**src/rtl/pmdram_ctrl.sv**
```systemverilog
module pmdram_ctrl #(
  parameter int MA_W = 12,
  parameter int BK_W = 2,
  localparam int BANKS = 1 << BK_W,
  localparam int AW = 2 * MA_W + BK_W + 1
) (
  input  logic             clk,
  input  logic             rst_n,
  input  logic             cfg_ilv,
  input  logic             cfg_ext,
  input  logic             req,
  input  logic [AW-1:0]    addr,
  input  logic             wr,
  input  logic [3:0]       be,
  input  logic             blast,
  output logic             rdy,
  output logic [MA_W-1:0]  ma_a,
  output logic [MA_W-1:0]  ma_b,
  output logic [BANKS-1:0] ras_a_n,
  output logic [BANKS-1:0] ras_b_n,
  output logic [3:0]       cas_a_n,
  output logic [3:0]       cas_b_n,
  output logic             we_a_n,
  output logic             we_b_n
);

  typedef enum logic [2:0] {
    S_IDLE, S_ROW, S_COL, S_XW, S_DATA, S_CPRE, S_PRE1, S_PRE2
  } st_t;

  st_t st, st_nx;
  logic            ilv_q, ext_q, wr_q, leaf, pend;
  logic [BK_W-1:0] bank_q;
  logic [MA_W-1:0] row_q, lcol, col_a;
  logic [AW-2:0]   wa;
  logic [BANKS-1:0] bdec;
  logic            take, acc, colph, dat, ras_act, cas_act;

  assign wa   = cfg_ilv ? addr[AW-1:1] : addr[AW-2:0];
  assign take = req && (st == S_IDLE || st == S_PRE1 || (st == S_PRE2 && !pend));

  always_comb begin
    case (st)
      S_IDLE:  st_nx = req ? S_ROW : S_IDLE;
      S_ROW:   st_nx = S_COL;
      S_COL:   st_nx = ext_q ? S_XW : S_DATA;
      S_XW:    st_nx = S_DATA;
      S_DATA:  st_nx = blast ? S_PRE1 : (ilv_q ? S_DATA : S_CPRE);
      S_CPRE:  st_nx = S_DATA;
      S_PRE1:  st_nx = S_PRE2;
      S_PRE2:  st_nx = (pend || req) ? S_ROW : S_IDLE;
      default: st_nx = S_IDLE;
    endcase
  end

  always_ff @(posedge clk) begin
    if (!rst_n) begin
      st     <= S_IDLE;
      ilv_q  <= 1'b0;
      ext_q  <= 1'b0;
      wr_q   <= 1'b0;
      leaf   <= 1'b0;
      pend   <= 1'b0;
      bank_q <= '0;
      row_q  <= '0;
      lcol   <= '0;
    end else begin
      st   <= st_nx;
      pend <= (st == S_PRE1) && req;
      if (take) begin
        ilv_q  <= cfg_ilv;
        ext_q  <= cfg_ext;
        wr_q   <= wr;
        leaf   <= cfg_ilv & addr[0];
        lcol   <= wa[MA_W-1:0];
        row_q  <= wa[2*MA_W-1:MA_W];
        bank_q <= wa[AW-2:2*MA_W];
      end else if (st == S_DATA && !blast) begin
        leaf <= ilv_q & ~leaf;
        if (!ilv_q || leaf) lcol <= lcol + {{(MA_W-1){1'b0}}, 1'b1};
      end
    end
  end

  assign acc   = (st == S_ROW) || (st == S_COL) || (st == S_XW) || (st == S_DATA) || (st == S_CPRE);
  assign colph = acc && (st != S_ROW);
  assign dat   = (st == S_DATA);
  assign bdec  = {{(BANKS-1){1'b0}}, 1'b1} << bank_q;
  assign col_a = (ilv_q && leaf) ? lcol + {{(MA_W-1){1'b0}}, 1'b1} : lcol;

  assign ras_a_n = acc ? ~bdec : '1;
  assign ras_b_n = (acc && ilv_q) ? ~bdec : '1;
  assign ma_a    = (st == S_ROW) ? row_q : (colph ? col_a : '0);
  assign ma_b    = !ilv_q ? '0 : ((st == S_ROW) ? row_q : (colph ? lcol : '0));
  assign cas_a_n = (dat && !leaf) ? ~be : 4'hF;
  assign cas_b_n = (dat && leaf) ? ~be : 4'hF;
  assign we_a_n  = ~(wr_q && colph && !leaf);
  assign we_b_n  = ~(wr_q && colph && leaf && ilv_q);
  assign rdy     = dat;

  assign ras_act = ~&ras_a_n;
  assign cas_act = ~&{cas_a_n, cas_b_n};

  AST_RAS_PRECHARGE: assert property (@(posedge clk) disable iff (!rst_n)
    $fell(ras_act) |=> !ras_act);
  AST_CAS_UNDER_ROW: assert property (@(posedge clk) disable iff (!rst_n)
    cas_act |-> ($past(ras_act) && ras_act));
  AST_RDY_AFTER_ROW: assert property (@(posedge clk) disable iff (!rst_n)
    rdy |-> ($past(ras_act) && $past(ras_act, 2)));
  AST_CAS_IN_BE: assert property (@(posedge clk) disable iff (!rst_n)
    (((~cas_a_n) | (~cas_b_n)) & ~be) == 4'h0);
  AST_NILV_GAP: assert property (@(posedge clk) disable iff (!rst_n)
    (rdy && !ilv_q) |=> !rdy);
  AST_ILV_ALTERNATE: assert property (@(posedge clk) disable iff (!rst_n)
    (rdy && $past(rdy)) |-> (leaf != $past(leaf)));

endmodule

```
**config.mk**
```make
export PLATFORM = sky130hd
export DESIGN_NAME = pmdram_ctrl
export DESIGN_NICKNAME = d
export VERILOG_FILES = /design/src/rtl/pmdram_ctrl.sv
export SDC_FILE = /design/constraint.sdc
export NUM_CORES = 1
export LEC_CHECK = 0
export ABC_AREA = 1
export BUFFER_PORTS_ARGS = -buffer_cell sky130_fd_sc_hd__buf_2
export CAP_MARGIN = 15
export CELL_PAD_IN_SITES_DETAIL_PLACEMENT = 1
export CELL_PAD_IN_SITES_GLOBAL_PLACEMENT = 2
export CORE_UTILIZATION = 28
export CTS_CLUSTER_DIAMETER = 200
export DETAILED_ROUTE_END_ITERATION = 7
export GPL_ROUTABILITY_DRIVEN = 0
export PLACE_DENSITY = 0.94
export SLEW_MARGIN = 0
export SYNTH_ARGS = -nofsm -noshare
export SYNTH_HDL_FRONTEND = slang
export SYNTH_SLANG_ARGS = --single-unit
export TNS_END_PERCENT = 1
```
**constraint.sdc**
```tcl
create_clock -name clk -period 3.9 [get_ports clk]
set_clock_uncertainty 0.1 [all_clocks]
set_input_delay 0.78 -clock clk [delete_from_list [all_inputs] [get_ports clk]]
set_output_delay 0.78 -clock clk [all_outputs]
set_load 0.01 [all_outputs]
```
* Word level (Yosys, flattened, before mapping)
Index checks and enable logic that the tools add are counted.
Cells by class: add/sub/neg operators 1, equality and inequality tests 8, shift-type cells 1, mux-type cells 22, bitwise operators 7, reduce and logical (&&, ||, !) cells 30
Operator list (count):
- two-way mux 12 bit | 9
- two-way mux 26 bit | 1
- case mux 3 bit (7 select lines) | 1
- two-way mux 4 bit | 4
- logical AND 1 bit | 13
- adder 12 x 1 -> 12 bit, second input constant | 1
- == test 3 bit, second input constant | 4
- logical OR 1 bit | 8
- inverter 4 bit | 2
- == test 3 x 2 -> 1 bit, second input constant | 2
- two-way mux 1 bit | 5
- zero test 1 bit | 4
- nonzero test 2 bit | 2
- << shifter 1 x 2 -> 4 bit, first input constant | 1
- == test 3 x 1 -> 1 bit, second input constant | 1
- zero test 3 bit | 1
- two-way mux 3 bit | 1
- inequality test 3 x 1 -> 1 bit, second input constant | 1
- inverter 1 bit | 3
- bitwise AND 1 bit | 2
- two-way mux 2 bit | 1
- AND reduction 2 bit | 1
- OR reduction 2 bit | 1
Word-level totals: flip-flop bits (word level) 34, input bits 38, output and inout port bits 43

* Longest topological paths before layout
depth in word-level cells 10, depth in mapped cells 12

* Worst setup path before layout
Ideal clock, no wire load.
path type register -> output, from register st[1], to output ma_a[6], data arrival time 1455 ps, setup slack 1565 ps, stages on the path, launching flop included 10, path buffers 1, cells stage by stage dfxtp_1 > inv_1 > nand2_1 > nor2_1 > inv_1 > nand2_1 > nor2_2 > buf_2 > o21ai_0 > o21ai_0
On the way: cells in the longest elaborated chain, start to end 8, elaborated cells on any way between the ends 13, classes of those cells eq/ne (6); mux (2); reduce/logical (5)
RTL lines:
- start: declaration | line 31 | st_t st, st_nx;
- start signal: assignment | line 68 | st <= st_nx;
- == test 3 x 1 -> 1 bit or == test 3 x 2 -> 1 bit (tied branches) | line 85, 93
- logical OR 1 bit (4 in series) | line 85 | assign acc = (st == S_ROW) || (st == S_COL) || (st == S_XW) || (st == S_DATA) || (st == S_CPRE);
- logical AND 1 bit | line 86 | assign colph = acc && (st != S_ROW);
- two-way mux 12 bit | line 93 | assign ma_a = (st == S_ROW) ? row_q : (colph ? col_a : '0);
- two-way mux 12 bit (*) | line 93
- end: declaration | line 17 | output logic [MA_W-1:0] ma_a,
Every way passes the cells marked *; elsewhere a longest branch is shown, timed or not.

* Final worst setup path
Same ends and word-level chain as after synthesis.

==> reports/qor.tcl <==
set qor(synth-warning-count) 0
set qor(ys_ff_latch) 34
set qor(cts_htree_levels) 2
set qor(path_cells) {inv_1 > nand2_1 > nor2_1 > inv_1 > nand2_1 > nor2_2 > o21ai_0 > o21ai_0 > buf_2}
set qor(synth_area_per_cell_um2) 6.01
set qor(buffer_ports.inserted) 80
set qor(total_nets_final) 541
set qor(final_antenna_net_count) 0
set qor(timing.setup.tns_ps) 0
set qor(die_span_y_um) 98.8
set qor(globalRouteTotalUtil_pct) 19.1
set qor(fin_crit_sh_pct) 85.9
set qor(row_count) 34
set qor(pre_cts_ws_ps) 886
set qor(finalSetupViolations) 0
set qor(drt_pass1_iterations) 4
set qor(synth_sequential_area_ratio_pct) 26.0
set qor(cts.path.max_buffers) 2
set qor(p_sw_mw) 1.14
set qor(grt_pass1_vias) 3108
set qor(setup_slack_ps) 549
set qor(tightest_slew_ps) 945
set qor(synthesized_netlist_cell_count) 436
set qor(total_leakage_power_nw) 1.49
set qor(reg2regPathDepth) 9
set qor(design.portCount) 81
set qor(core_area_um2) 8890
set qor(ir_worst_vdd_mv) 0.220
set qor(ctsHoldBuffers) 0
set qor(avgRoutedWirePerCell_um) 15.2
set qor(route.detailed.vias_per_inst) 5.14
set qor(dp.final_hpwl_um) 7000
set qor(seqPwrFrac_pct) 29.7
set qor(antenna_cells_inserted) 0
set qor(vias) 3137
set qor(wirelength_um) 9250
set qor(clock_pin_transition_on_the_worst_setup_and_hold_timing_paths_ps) 80
set qor(timing.hold.worst_path_depth) 1
set qor(final-hold-violation-count) 0
set qor(worstSetupEndpointType) {output pin}
set qor(crit_fanout) 26
set qor(insertion_delay_ps) 290
set qor(rsz0062_at_grt) {false}
set qor(cts.repair_timing.setup_buffer_count) 0
set qor(clock.fmax_ghz) 0.298
set qor(worst_endpoint_required_time_ps) 3020
set qor(clock_sink_count) 34
set qor(syn2layout_area_growth_pct) 20.8
set qor(combinationalPowerShare_pct) 54.9
set qor(finalMaxSlewViolations) 0
set qor(synth_nets) 475
set qor(drc) 0
set qor(die_area_um2) 9750
set qor(initialDrtViolationCount) 111
set qor(crit_path_top_delay_cell) {sky130_fd_sc_hd__nor2_2}
set qor(dieWidth_um) 98.8
set qor(initial_core_util_pct) 29.5
set qor(fraction_of_power_spent_switching_nets_pct) 50.9
set qor(grt_max_degree) 42
set qor(timing.setup.critical_path_class) {register to output pin}
set qor(post_synth_num_cell_types) 30
set qor(worst_path_largest_cell_delay_ps) 720
set qor(worst_hold_path_type) {register to register}
set qor(outcome) {complete, no violations}
set qor(ctsResizeCount) 0
set qor(worst_ep_arrival_time_ps) 2470
set qor(first_pass_grt_wire_length_um) 14900
set qor(grt.overflow.total) 0
set qor(antenna_found_initial) 0
set qor(min_period_ps) 3350
set qor(final_cells) 610
set qor(drv.max_cap_violation_count) 0
set qor(pwr_density_nw_per_um2) 710
set qor(cts-buffers-inserted) 5
set qor(tritoncts_clock_tree) {yes}
set qor(syn_area_um2) 2620
set qor(slew_headroom_pct) 37.0
set qor(place.detailed.instances) 603
set qor(internal_power_mw) 1.10
set qor(crit_path_start_kind) {register}
set qor(share_clk_of_total_power_pct) 15.3
set qor(clock_tree.root_cell) {sky130_fd_sc_hd__clkbuf_8}
set qor(whs_ps) 336
set qor(layout-drive-gt1-share_pct) 21.7
logic make-up (layout without fill, tap and decap cells):
logic type / Yosys count / after routing / synth area share, %
muxes: 13 / 13 / 4.96
and+or+nand+nor: 219 / 219 / 34.2
buffers and inverters: 61 / 127 / 9.93
DFF: 34 / 34 / 26.0
AOI/OAI and AO/OA: 105 / 105 / 23.5
xor gates and xnor gates: 3 / 3 / 1.00
adders and majority gates: 1 / 1 / 0.477
metal layers:
metal / GRT usage, % / part of all wire, %
met1: 23.1 / 46
met2: 35.4 / 50
met3: 2.70 / 3.0
met4: 4.25 / 1.2
met5: 0 / 0
worst paths after layout:
kind / from / to / slack [ps]
worst max-delay path: st[1] / ma_a[6] / 550
worst min-delay path: st[0] / pend / 340
worst max register to register: st[2] / lcol[9] / 1560
worst min register to register: st[0] / pend / 340
final cells by class:
class	instances	area, µm²
clock buffer	6	82.6
clock inverter	1	30.0
fill	1230	5720
inverter	38	143
multi-input combinational	341	1680
sequential	34	681
tap	108	135
timing repair buffer	82	415
critical path: cells and delay by family, from the launching register on:
family                 cells  cell delay, ps
DFF                        1             430
AOI/OAI and AO/OA          2             420
and+or+nand+nor            4             980
buffers and inverters      3             340
placed cells by master (no fill, tap or decap), drive strengths merged, types with 3 or more instances in the layout:
cell / netlist / routed
dfxtp: 34 / 34
o21ai: 54 / 54
clkbuf: 12 / 6
a21oi: 36 / 36
o211ai: 13 / 13
nand3: 28 / 28
xor2: 3 / 3
nand2: 126 / 126
buf: 11 / 82
nor2: 61 / 61
inv: 38 / 38
mux2i: 13 / 13
stage by stage:
step	utilization (%)	cell area, µm²	power [mW]
floorplan	-	2620	1.54
global placement	34.4	3050	1.85
detailed placement	34.4	3050	1.91
CTS	35.6	3170	2.26
global route	35.6	3170	2.45
finish	35.6	3170	2.25
state kept, by name (all words and copies together), names as in the netlist:
name / count
lcol: 12
st: 3
pend: 1
ilv_q: 1
bank_q: 2
ext_q: 1
row_q: 12
leaf: 1
wr_q: 1
Yosys cell counts, drive strengths merged:
cell / instances / area (µm²)
nand3: 28 / 140
dfxtp: 34 / 681
mux2i: 13 / 130
o211ai: 13 / 138
clkbuf: 12 / 46.3
nor4: 1 / 6.26
inv: 38 / 143
nand4: 1 / 6.26
buf: 11 / 71.3
nor3: 1 / 5.00
a41oi: 1 / 8.76
a21oi: 36 / 191
ha: 1 / 12.5
nor2: 61 / 241
o21ai: 54 / 270
nand2: 126 / 490
or2: 1 / 6.26
xor2: 3 / 26.3
o21bai: 1 / 7.51
power by group through the flow:
stage	Sequential, mW	Clock [mW]	Combinational, mW
CTS	0.666	0.345	1.25
global route	0.685	0.368	1.40
detailed placement	0.671	0	1.23
finish	0.669	0.345	1.24
global placement	0.666	0	1.18
floorplan	0.600	0	0.940
Note: power is estimated with default switching activity, not from simulation.
